`src/rtl/bclk_pkg.sv`:
```
package bclk_pkg;
  localparam int unsigned BCLK_PSC_W  = 8;
  localparam int unsigned BCLK_RATE_W = 8;
endpackage

```
`src/rtl/bclk_settings.sv`:
```
// Holds the active divide settings; folds the prescale code to an even
// value of at least 2 and stores it as (prescale/2 - 1).
module bclk_settings #(
  parameter int unsigned PSC_W  = bclk_pkg::BCLK_PSC_W,
  parameter int unsigned RATE_W = bclk_pkg::BCLK_RATE_W
) (
  input  logic              clk,
  input  logic              rst,
  input  logic              load,
  input  logic [PSC_W-1:0]  psc_in,
  input  logic [RATE_W-1:0] rate_in,
  output logic [PSC_W-1:0]  half_lim,
  output logic [RATE_W-1:0] rate_lim
);
  logic [PSC_W-1:0] psc_half;
  logic [PSC_W-1:0] psc_lim_next;

  always_comb begin
    psc_half     = psc_in >> 1;
    psc_lim_next = (psc_half == '0) ? '0 : psc_half - 1'b1;
  end

  always_ff @(posedge clk) begin
    if (rst) begin
      half_lim <= '0;
      rate_lim <= '0;
    end else if (load) begin
      half_lim <= psc_lim_next;
      rate_lim <= rate_in;
    end
  end
endmodule

```
`src/rtl/bclk_prescale.sv`:
```
// First stage: emits one tick every (lim+1) running cycles.
module bclk_prescale #(
  parameter int unsigned W = bclk_pkg::BCLK_PSC_W
) (
  input  logic         clk,
  input  logic         rst,
  input  logic         run,
  input  logic [W-1:0] lim,
  output logic         tick
);
  logic [W-1:0] cnt;

  assign tick = run && (cnt == lim);

  always_ff @(posedge clk) begin
    if (rst || !run || tick) cnt <= '0;
    else                     cnt <= cnt + 1'b1;
  end
endmodule

```
`src/rtl/bclk_rate.sv`:
```
// Second stage: counts first-stage ticks, wraps after (lim+1) of them.
module bclk_rate #(
  parameter int unsigned W = bclk_pkg::BCLK_RATE_W
) (
  input  logic         clk,
  input  logic         rst,
  input  logic         run,
  input  logic         tick,
  input  logic [W-1:0] lim,
  output logic         wrap
);
  logic [W-1:0] cnt;

  assign wrap = tick && (cnt == lim);

  always_ff @(posedge clk) begin
    if (rst || !run || wrap) cnt <= '0;
    else if (tick)           cnt <= cnt + 1'b1;
  end
endmodule

```
`src/rtl/bitclk_gen.sv`:
```
module bitclk_gen #(
  parameter int unsigned PSC_W  = bclk_pkg::BCLK_PSC_W,
  parameter int unsigned RATE_W = bclk_pkg::BCLK_RATE_W
) (
  input  logic              clk,
  input  logic              rst,
  input  logic              en,
  input  logic [PSC_W-1:0]  psc_div,
  input  logic [RATE_W-1:0] rate_sel,
  output logic              sclk,
  output logic              sclk_rise,
  output logic              sclk_fall
);
  logic [PSC_W-1:0]  half_lim;
  logic [RATE_W-1:0] rate_lim;
  logic              pre_tick;
  logic              half_done;
  logic              cfg_load;

  // settings move only while idle or as the clock falls (end of a period)
  assign cfg_load = !en || (half_done && sclk);

  bclk_settings #(.PSC_W(PSC_W), .RATE_W(RATE_W)) u_cfg (
    .clk(clk), .rst(rst), .load(cfg_load),
    .psc_in(psc_div), .rate_in(rate_sel),
    .half_lim(half_lim), .rate_lim(rate_lim)
  );

  bclk_prescale #(.W(PSC_W)) u_pre (
    .clk(clk), .rst(rst), .run(en), .lim(half_lim), .tick(pre_tick)
  );

  bclk_rate #(.W(RATE_W)) u_rate (
    .clk(clk), .rst(rst), .run(en), .tick(pre_tick), .lim(rate_lim),
    .wrap(half_done)
  );

  always_ff @(posedge clk) begin
    if (rst || !en) begin
      sclk      <= 1'b0;
      sclk_rise <= 1'b0;
      sclk_fall <= 1'b0;
    end else begin
      sclk      <= sclk ^ half_done;
      sclk_rise <= half_done && !sclk;
      sclk_fall <= half_done && sclk;
    end
  end
endmodule

```
`config.mk`:
```
export PLATFORM = sky130hd
export DESIGN_NAME = bitclk_gen
export DESIGN_NICKNAME = d
export VERILOG_FILES = /design/src/rtl/bclk_pkg.sv /design/src/rtl/bclk_settings.sv /design/src/rtl/bclk_prescale.sv /design/src/rtl/bclk_rate.sv /design/src/rtl/bitclk_gen.sv
export SDC_FILE = /design/constraint.sdc
export NUM_CORES = 1
export LEC_CHECK = 0
export ABC_AREA = 1
export BUFFER_PORTS_ARGS = -buffer_cell sky130_fd_sc_hd__clkbuf_2
export CAP_MARGIN = 25
export CELL_PAD_IN_SITES_DETAIL_PLACEMENT = 1
export CELL_PAD_IN_SITES_GLOBAL_PLACEMENT = 1
export CORE_MARGIN = 2
export CORE_UTILIZATION = 35
export DETAILED_ROUTE_END_ITERATION = 16
export PLACE_DENSITY = 0.73
export SKIP_LAST_GASP = 1
export SYNTH_ARGS = -nofsm -noshare
export SYNTH_HDL_FRONTEND = slang
export SYNTH_SLANG_ARGS = --single-unit
```
`constraint.sdc`:
```
create_clock -name clk -period 2.43 [get_ports clk]
set_input_delay 0.243 -clock clk [delete_from_list [all_inputs] [get_ports clk]]
set_output_delay 0.243 -clock clk [all_outputs]
set_load 0.01 [all_outputs]
```
Word level (Yosys, flattened, before mapping)
Index checks and enable logic that the tools add are counted.
Widths: inputs -> output; s select.

storage, ports and cells
  register bits = 35
  bits in latches = 0
  RAM bits = 0
  bits in read-only memories = 0
  output and inout bits = 3
  memories kept = 0

cells by class
  add/sub/neg operators = 3
  multiply operators = 0
  div/mod/pow operators = 0
  $lt $le $gt $ge = 0
  eq/ne operators = 2
  shift operators = 0
  muxes and demuxes = 1
  bitwise operators = 1
  reduce and logical (&&, ||, !) cells = 11

operators by type and width
  kind                 number
  $add 8x1->8 const B  2
  $eq 8x8->1           2
  $logic_not 8->1      1
  $mux 8               1
  $sub 7x1->8 const B  1
  $logic_and 1x1->1    4
  $logic_or 1x1->1     4
  $logic_not 1->1      2
  $xor 1x1->1          1

Longest topological paths before layout
Gate-level depths: netlist (run 1).

  depth after elaboration = 5
  mapped depth = 14
  depth with buffers taken out = 14

Cells and area by module
A second synthesis (run 1) with hierarchy kept.

unflattened totals
  cell total of the unflattened synthesis = 299
  area total of the unflattened synthesis = 1970.6 um^2

by module, submodules not included
  module         instances  cells each  area each (um^2)  seq. area each (um^2)
  bclk_settings  1          110         735.7             320.3
  bclk_rate      1          91          590.6             160.2
  bclk_prescale  1          84          525.5             160.2
  bitclk_gen     1          14          118.9             60.1

Least setup slack after synthesis (run 1)
No wires, ideal clock.

  path type = register -> register
  start point = register u_rate.cnt[4]
  end point = register u_cfg.half_lim[6]
  setup time = 0.132 ns
  arrival time = 1.603 ns
  required time = 2.298 ns
  slack = 0.695 ns
  cell stages (with the launch flop) = 14
  path buffers = 2
  cells stage by stage = dfxtp_1 inv_1 nand2_1 nand2_1 nor2_1 nand2_1 nor2_1 and3_1 ha_1 nor2_2 buf_2 buf_4 nand2_1 a21oi_1

between the ends
  cells in the longest elaborated chain, start to end = 4

ends and longest elaborated chain
  item                    line                 text
  from (decl)             bclk_rate.sv:12      logic [W-1:0] cnt;
  from (signal assigned)  bclk_rate.sv:18      else if (tick) cnt <= cnt + 1'b1;
  $eq 8x8->1              bclk_rate.sv:14      assign wrap = tick && (cnt == lim);
  $logic_and 1x1->1       bclk_rate.sv:14
  $logic_and 1x1->1       bitclk_gen.sv:21     assign cfg_load = !en || (half_done && sclk);
  $logic_or 1x1->1        bitclk_gen.sv:21
  to (signal assigned)    bclk_settings.sv:28  half_lim <= psc_lim_next;
  to (decl)               bclk_settings.sv:12  output logic [PSC_W-1:0] half_lim,

No other way between the ends.
A chain may end at the register's enable or synchronous reset.

Worst setup path in the final report (run 1)
  start point = register u_rate.cnt[4]
  end point = register u_cfg.half_lim[4]

Same word-level chain as after synthesis.

==> results.md, run 1 <==
- Status: finished, final reports clean
- Fin nets: 360
- Crit path to: u_cfg.half_lim[4]
- Rows: 27
- Multi-input gate area: 0.00109 sq mm
- DP HPWL: about 3800 um
- Max IR drop VDD: 0.227 mV
- H-tree depth: 2
- Setup CP Type: flop to flop
- Setup violators final: 0
- #FFs+latches synth: 35
- Post-CTS Setup Bufs: 0
- Setup crit end kind: flop
- FF+latch area: 701 sq um
- Finished Layout Cells: 408
- Residual DRC count: 0
- CORE AREA: about 0.0055 sq mm
- GR Util All Layers: 16.3%
- Pre-CTS setup slack: about 340 ps
- Final slew viol count: 0
- P_leak: between 0.001 and 0.0015 uW
- Clk Latency, worst-skew pair: between 200 and 300 ps
- Fmax: between 400 and 500 MHz
- Area leader, netlist: dfxtp_1
- Max cap viols: 0
- Area Growth Syn to Fin: 13.0%
- Die area: ~0.0063 sq mm
- EDFF count, synth: 0
- Syn Nets: 336
- Starting density of the core: between 30 and 40%
- Via count: ~1,900
- CTS Buf Count: 5
- R2r setup slk: roughly 370 ps
- Synth Flop Type: dfxtp_1
- Post-CTS Hold Buffers: 0
- R2r startpoint: u_rate.cnt[4]
- Clock skew: around 7 ps
- Minimum clock period: a little over 2000 ps
- Gr ovfl total: 0
- Drt total wl: approximately 4600 um
- Synth cell types: 21
- Port Buffer Count: 20
- # fillers: between 700 and 800
- Cell with the most instances after synthesis: nand2_1
- R2R Path End: u_cfg.half_lim[4]
- Post-Syn Area: around 0.002 sq mm
- Worst Setup Start Kind: flop
- Hold WC Path Type: primary input to flop
- IO Pins: 22
- Syn Area/Cell: 6.43 sq um
- GPL Wtd Cong: ~0.77
- Clk slew on worst S/H paths: ~80 ps
- Mapped Cells: slightly above 300
- RSZ-0062 raised after global routing: no
- Worst Path Required: 2650 ps
- Sequential area share after synthesis: about a third
- Cell Pwr Density: roughly 530 mW/mm^2
- Antenna violations before repair: 0
- Crit path DAT: ~2300 ps
- Clock root buffer: clkbuf_8
- Worst-margin pin slew: roughly 310 ps
- Final period utilization: a little over four fifths
- Critical Path Source: u_rate.cnt[4]
- Post-DR vias/cell: between 4 and 5
- DRT iter0 DRCs: 66
- Post-synth top area share: between 30% and 40%
- First-pass GRT wire length: about 8000 um
- CTS Buffer Depth: 2
- TritonCTS Sinks: 35
- Post-route setup TNS: 0 ps
- WHS: ~200 ps
- Placed cells: 400
- Ant diodes: 0
- Setup ws final: roughly 370 ps
- Die width: 79.6 um
- Largest net degree at the start of global routing: 20
- Async SR Flop Fraction: 0%
- Top cells by count, synth: nand2_1 (85), inv_1 (42), nor2_1 (39)
- Normalized max-slew margin: roughly 79%
- Top cells by area, synth: dfxtp_1 (35%), nand2_1 (16%), inv_1 (7.9%), nor2_1 (7.3%), nand3_1 (6.0%)
- Drt pass-1 iters: 4
- Hold Vio Cnt, Final: 0
- FF-to-FF path depth: 14
- Layout cells sized above 1: between 10 and 15%
- ANT nets after route: 0
- Drt wl/cell: 11.3 um
- CTS tree: yes
- YS warnings: 0
- Crit Path Max Fanout: 7
- Vert. Die Dim: ~80 um
- Vias in the first global route: around 1,900
- CTS resizes: 0
-- layout make-up --
cell class                      instances  area share, %
Inverter                               49           8.14
Clock buffer                            6           3.21
Clock inverter                          2          0.554
Timing Repair Buffer                   21           4.76
Tap cell                               72           3.99
Sequential cell                        35           31.0
Multi-Input combinational cell        223           48.3
-- metrics by stage --
step	power, uW	util [%]	instance area, sq um
final	1200	41.0	2260
after global routing	1270	41.0	2260
after CTS	1220	41.0	2260
after detailed placement	801	39.5	2170
after global placement	795	39.5	2170
after floorplan	750	-	2000
-- worst min-delay path by stage --
stage / start / to / cells past startpoint
after floorplan: rate_sel[0] / u_cfg.rate_lim[0] / 2
after global placement: u_cfg.rate_lim[3] / u_cfg.rate_lim[3] / 2
after detailed placement: u_cfg.rate_lim[5] / u_cfg.rate_lim[5] / 2
after CTS: rate_sel[1] / u_cfg.rate_lim[1] / 3
after global routing: rate_sel[7] / u_cfg.rate_lim[7] / 3
final: rate_sel[0] / u_cfg.rate_lim[0] / 3
-- metal layers --
| metal | GRT usage (%) | wire [um] |
|---|---|---|
| met5 | 0 | 0 |
| met4 | 5.17 | 61 |
| met3 | 3.51 | 135 |
| met2 | 26.2 | 2070 |
| met1 | 21.6 | 2360 |
-- layout by cell type, fill, tap and decap left out, drive strengths merged --
cell / instances
nand4: 4
o22ai: 1
clkinvlp: 1
inv: 49
nor3: 6
buf: 1
nand2: 93
dfxtp: 35
a21oi: 20
clkbuf: 26
clkinv: 1
nand3: 24
o21ai: 12
nor2: 43
and3: 1
xor2: 13
ha: 6
-- power by group --
| group | internal, uW | switching, uW |
|---|---|---|
| sequential | 593 | 15.3 |
| combinational | 64.1 | 112 |
| clock | 200 | 221 |
-- critical path, cell delays in order (launching register included) --
cell	delay, ps
dfxtp_1	440
inv_1	110
nand2_1	70
nand2_1	50
nor2_1	100
nand2_1	60
nor2_1	170
and3_1	210
ha_1	190
nor2_2	70
inv_2	90
o21ai_1	100
inv_2	110
nand3_1	100
a21oi_1	120
-- state kept, by name, summed over array words and instances, names as in the netlist --
register / count
u_cfg.rate_lim: 8
u_pre.cnt: 8
u_rate.cnt: 8
sclk: 1
u_cfg.half_lim: 8
sclk_rise: 1
sclk_fall: 1
-- cells by family (layout without fill, tap and decap cells) --
kind of cell,after synthesis,count (layout),share of synthesized area (%)
and+or+nand+nor,171,171,36.8
buffers and inverters,53,78,10.4
adders and majority gates,6,6,3.75
xor gates and xnor gates,13,13,5.69
DFF,35,35,35.0
AOI/OAI and AO/OA,33,33,8.32
Note: power is estimated with default switching activity, not from simulation.
==> inputs of run 2 (changes only) <==
ABC_AREA = 0   (was 1)
clock period = 1.8 ns   (was 2.43 ns; I/O delays follow)
==> run 2 against run 1 <==
Effect of this change:
- the run now ends with setup timing left
- die area is 13% lower
- largest cell class unchanged
- setup slack got worse by 470 ps
- sequential share of layout area is 0.21 points lower
==> results.md, run 2 <==
- Xor/xnor share of the synthesized area: around an eighth
- CTS Buffer Depth: 2
- P_leak: between 0.001 and 0.0015 uW
- First-pass GRT wire length: ~7300 um
- Rows: 25
- YS warnings: 0
- Worst-margin pin slew: about 380 ps
- Post-Syn Area: roughly 0.0017 sq mm
- Post-synth top area share: 40.8%
- GR Util All Layers: approximately 18%
- DP Area: roughly 0.0021 sq mm
- Commonest non-fill, non-tap cells in the layout: buf_4 (33), nand2_1 (31), dfxtp_1 (31)
- Synth cell types: 33
- Drt pass-1 iters: 4
- # fillers: between 500 and 600
- Post-synthesis mux area share: 0%
- Syn Area/Cell: between 8 and 9 sq um
- Setup ws final: -98.8 ps
- Async SR Flop Fraction: 0%
- Pre-CTS setup slack: -400 ps
- DP HPWL: roughly 3200 um
- TritonCTS Sinks: 35
- Failing checks: setup timing
- Clk Latency, worst-skew pair: ~280 ps
- Critical-path top delay cell: nor4_2
- ANT nets after route: 0
- Drt wl/cell: ~14 um
- FF+latch area: about 710 sq um
- Largest stage delay, worst path: about 350 ps
- Mapped Cells: ~200
- Crit path max-delay family: simple AND/OR/NAND/NOR gates
- Starting density of the core: 36.3%
- IO Pins: 22
- CORE AREA: 0.00472 sq mm
- Setup CP Type: flop to flop
- Worst Setup Start Kind: flop
- Post-DR vias/cell: 4.75
- Multi-input gate area: just over 0.001 sq mm
- GPL Wtd Cong: ~0.8
- Antenna violations before repair: 0
- Max IR drop VDD: 0.317 mV
- Post-route cell area: 0.00229 sq mm
- Normalized max-slew margin: 74.9%
- Final period utilization: 105%
- Area leader, netlist: dfxtp_1
- Clk slew on worst S/H paths: 70 ps
- Minimum clock period: roughly 1900 ps
- Post-Synth Simple-Gate Area: between 20% and 30%
- Post-synthesis compound-gate area fraction: a little under an eighth
- EDFF count, synth: 0
- WHS: between 100 and 150 ps
- Final slew viol count: 0
- Vias in the first global route: approximately 1,500
- H-tree depth: 2
- Cell Pwr Density: between 700 and 800 mW/mm^2
- Crit path DAT: around 2100 ps
- Top cells by area, synth: dfxtp_1 (41%), xor2_1 (11%), nand2_1 (6.8%), a21oi_1 (5.0%), ha_1 (4.4%)
- Residual DRC count: 0
- Layout cells sized above 1: 33.5%
- Die width: around 74 um
- Most common cell after layout, fill and taps aside: buf_4
- Setup crit end kind: flop
- Hold WC Path Type: primary input to flop
- Post-Synth Adder-Cell Area: roughly 4.4%
- Via count: between 1,500 and 2,000
- Worst Path Buf+Inv: 0
- Hold Vio Cnt, Final: 0
- Largest net degree at the start of global routing: 18
- Cell with the most instances after synthesis: dfxtp_1
- Fmax: roughly 530 MHz
- Sequential area share after synthesis: between 40% and 50%
- CTS Buf Count: 5
- Fin nets: approximately 280
- Total power: about 1600 uW
- Area Growth Syn to Fin: 33.4%
- Status: finished, violations left
- Post-route setup TNS: -438 ps
- Max cap viols: 0
- Post-CTS Hold Buffers: 0
- Crit Path Max Fanout: 7
- Top cells by count, synth: dfxtp_1 (35), nand2_1 (31), xor2_1 (22)
- Port Buffer Count: 20
- Largest family of logic cells by synthesized area: simple AND/OR/NAND/NOR gates
- Vert. Die Dim: between 70 and 80 um
- DRT iter0 DRCs: between 40 and 50
- RSZ-0062 raised after global routing: yes
- #FFs+latches synth: 35
- Die area: between 0.005 and 0.006 sq mm
- Drt total wl: between 4000 and 5000 um
- Worst Path Required: 2010 ps
- Synth Flop Type: dfxtp_1
- Setup violators final: 7
- Syn Nets: 227
- Gr ovfl total: 0
- CTS tree: yes
- Cell breakdown of the critical path: xor2_1 -> nor4_2 -> nand3_2 -> nor2_4 -> ha_4 -> nor2b_4 -> a31oi_4 -> a22oi_1 -> nor2_1
- Ant diodes: 0
- Clock root buffer: clkbuf_8
- Clock skew: about 7.5 ps
-- run 2: changes by cell type after synthesis, moves of 5 or more --
| cell | before | now |
|---|---|---|
| nand2_1 | 85 | 31 |
| inv_1 | 42 | 7 |
| nor2_1 | 39 | 19 |
| nand3_1 | 24 | 9 |
| o21ai_0 | 11 | 0 |
| xor2_1 | 13 | 22 |
| inv_2 | 7 | 0 |
| nand2_2 | 8 | 1 |
| or3_1 | 0 | 7 |
| a22oi_1 | 0 | 6 |
| clkbuf_1 | 1 | 6 |
| o22ai_1 | 1 | 6 |
-- run 2: where the power goes --
group          internal [uW]  leakage (uW)  switching, uW  total, uW
Combinational            122      0.000692            136        259
Clock                    300     0.0000470            269        569
Sequential               799      0.000287           18.4        817
-- run 2: logic make-up after synthesis --
logic type / count (synthesis)
buffers and inverters: 15
adder cells (fa/ha/maj): 6
AND/OR/NAND/NOR: 88
AO/OA/AOI/OAI: 32
XOR/XNOR: 26
flip-flops: 35
-- run 2: worst reg2reg max path, stage by stage (launching register included) --
cell and delay (ps):
dfxtp_2 330, xor2_1 160, nor4_2 350, nand3_2 150, nor2_4 140, ha_4 170, nor2b_4 70, a31oi_4 250
a22oi_1 110, nor2_1 110
-- run 2: per-layer routing --
metal	GRT usage, %	vias up	wire length, um
met5	0	-	0
met4	4.85	0	50
met3	3.66	5	137
met2	29.5	23	2190
met1	22.9	714	2090
li1	-	782	-
-- run 2: what timing repair did --
| item | 4_1_cts | 5_1_grt |
|---|---|---|
| hold endpoints to repair | 0 | 0 |
| pin swaps | 5 | 5 |
| gates resized for setup | 7 | 4 |
| endpoints found under the setup margin | 17 | 17 |
| setup buffers | 4 | 3 |
-- run 2: through the flow --
| step | instances | util, % |
|---|---|---|
| 4_1_cts | 319 | 47.8 |
| 2_1_floorplan | 202 | - |
| 5_1_grt | 321 | 48.5 |
| 3_3_place_gp | 309 | 45.1 |
| 3_5_place_dp | 309 | 45.1 |
| 6_report | 321 | 48.5 |
-- run 2: worst paths after layout --
check                       to  slack [ps]  cells past startpoint              start
max          u_cfg.half_lim[3]        -100                      9  u_cfg.half_lim[7]
min          u_cfg.rate_lim[5]         120                      3        rate_sel[5]
max reg2reg  u_cfg.half_lim[3]        -100                      9  u_cfg.half_lim[7]
min reg2reg  u_cfg.rate_lim[5]         460                      2  u_cfg.rate_lim[5]
-- run 2: layout make-up --
type	count	share of cell area, %
sequential	35	30.8
timing repair buffer	53	15.2
tap	67	3.66
inverter	7	1.15
clock inverter	1	0.219
multi-input combinational	152	45.4
clock buffer	6	3.61
==> inputs of run 3 (changes only) <==
SETUP_SLACK_MARGIN = 0.05   (was unset)
==> run 3 against run 2 <==
Effect of this change:
- the run still ends with setup timing left
- via count rose by 6.6%
- die area is the same
- critical path depth did not move
- routed wire length rose by 18%
- count of clock-buffer cells in the layout rose by 2
- register-to-register slack got worse by 90 ps
- critical endpoint is now u_cfg.half_lim[0]
- sequential share of layout area down 1.6 points
- critical path type unchanged
- combinational power rose by 23%
- final cell count is 3.1% higher
==> results.md, run 3 (same netlist as run 2, synthesis figures left out) <==
- Most common cell after layout, fill and taps aside: buf_4
- Hold Startpoint: rate_sel[0]
- Hold WC Path Type: primary input to flop
- Max IR drop VDD: about 0.63 mV
- Largest net degree at the start of global routing: 18
- Setup CP Type: flop to flop
- Top Usage Layer GRT: met2
- Drt total wl: 5250 um
- Normalized max-slew margin: a little over two thirds
- Gr ovfl total: 0
- R2R Path End: u_cfg.half_lim[0]
- GR Util All Layers: just over 20%
- Failing checks: setup timing
- Fin nets: 288
- Clk slew on worst S/H paths: ~70 ps
- Fmax: 503 MHz
- Starting density of the core: 36.3%
- Met1 GRT Util: roughly 25%
- Max cap viols: 0
- Drt pass-1 iters: 4
- Met3 usage in global routing: under 10%
- IO Pins: 22
- Clock root buffer: clkbuf_8
- Vert. Die Dim: around 74 um
- Met2 GRT Util: around a third
- Setup ws final: -189 ps
- Worst Setup Start Kind: flop
- Ant diodes: 0
- RSZ-0062 raised after global routing: yes
- Crit path DAT: about 2200 ps
- CTS Buf Count: 5
- Finished Layout Cells: 331
- Hold Vio Cnt, Final: 0
- Post-CTS Hold Buffers: 0
- Commonest non-fill, non-tap cells in the layout: buf_4 (39), nand2_1 (30), dfxtp_1 (30)
- Residual DRC count: 0
- Rows: 25
- R2r startpoint: u_pre.cnt[1]
- Die area: between 0.005 and 0.006 sq mm
- CTS tree: yes
- Setup crit end kind: flop
- Final period utilization: 110%
- Post-DR vias/cell: between 4 and 5
- ANT nets after route: 0
- Die width: ~74 um
- Total power: between 1500 and 2000 uW
- First-pass GRT wire length: 8280 um
- Final slew viol count: 0
- Layout cells sized above 1: a little under two fifths
- Via count: between 1,500 and 2,000
- Final Util: 51.4%
- CORE AREA: 0.00472 sq mm
- FF-to-FF path depth: 9
- Antenna violations before repair: 0
- Crit Path Max Fanout: 6
- Setup violators final: 25
- WHS Path Cells: 3
- H-tree depth: 2
- Placed cells: 310
- Worst-margin pin slew: around 440 ps
- DP HPWL: 3120 um
- R2r setup slk: -190 ps
- Port Buffer Count: 20
- P_leak: roughly 0.0011 uW
- DRT iter0 DRCs: approximately 80
- TritonCTS Sinks: 35
- Hold EP: u_cfg.rate_lim[0]
- Clock skew: slightly above 8 ps
- Worst Path Required: roughly 2000 ps
- Status: finished, violations left
- Drt wl/cell: ~16 um
- GPL Wtd Cong: between 0.7 and 0.8
- Minimum clock period: a little under 2000 ps
- Clk Latency, worst-skew pair: around 300 ps
- CTS Buffer Depth: 2
- Cell Pwr Density: around 740 mW/mm^2
- Vias in the first global route: 1,693
- Area Growth Syn to Fin: 41.4%
run 3: cell types whose count changed in the layout (fill, tap and decap cells not counted), sizes merged:
cell / before / now
clkbuf: 26 / 28
buf: 33 / 42
clkinv: 1 / 0
run 3: cell type report:
type,count,area [sq um]
flip-flops and latches,35,709
clock buffers,8,100
multi-input cells,152,1080
fillers,570,2300
well taps,67,83.8
inverters,7,26.3
repair buffers,62,427
run 3: worst max-delay path, stage by stage, from the launching register on:
cell and delay (ps):
dfxtp_1 340, xor2_1 170, nor4_2 350, nand3_2 160, nor2_4 170, ha_4 170, nor2b_4 70, a31oi_4 260
a22oi_1 120, nor2_1 110
run 3: per-stage QoR:
step                setup TNS, ps  setup slack, ps  area, sq um  hold WS (ps)
floorplan                   -1110             -130         1790           320
global placement            -4410             -312         2130           411
detailed placement          -4150             -315         2130           416
CTS                         -1160            -77.0         2350          98.4
global route                -5010             -300         2430          97.4
finish                      -2390             -189         2430          96.5
run 3: how the worst max path moves through the flow:
stage                             from                end  slack [ps]
after floorplan           u_pre.cnt[0]  u_cfg.half_lim[5]        -130
after global placement    u_pre.cnt[3]  u_cfg.rate_lim[7]        -310
after detailed placement  u_pre.cnt[5]  u_cfg.rate_lim[2]        -320
after CTS                 u_pre.cnt[6]  u_cfg.half_lim[0]         -80
after global routing      u_pre.cnt[1]  u_cfg.half_lim[0]        -300
final                     u_pre.cnt[1]  u_cfg.half_lim[0]        -190
run 3: what timing repair did:
action,4_1_cts,5_1_grt
cloned,0,0
resized for setup,9,18
setup endpoints to repair,17,33
hold endpoints to repair,0,0
pin swaps,6,12
buffers inserted,13,2
run 3: report_power, final:
| group | internal [uW] | switching (uW) | total, uW |
|---|---|---|---|
| logic | 154 | 165 | 319 |
| clock network | 350 | 304 | 653 |
| registers | 798 | 20.1 | 818 |
| total | 1300 | 489 | 1790 |
run 3: routing by layer:
metal	share of wire, %	wire length [um]	vias to the layer above
li1	-	-	804
met1	45	2370	787
met2	50	2600	24
met3	3.5	184	9
met4	1.7	91	0
met5	0	0	-
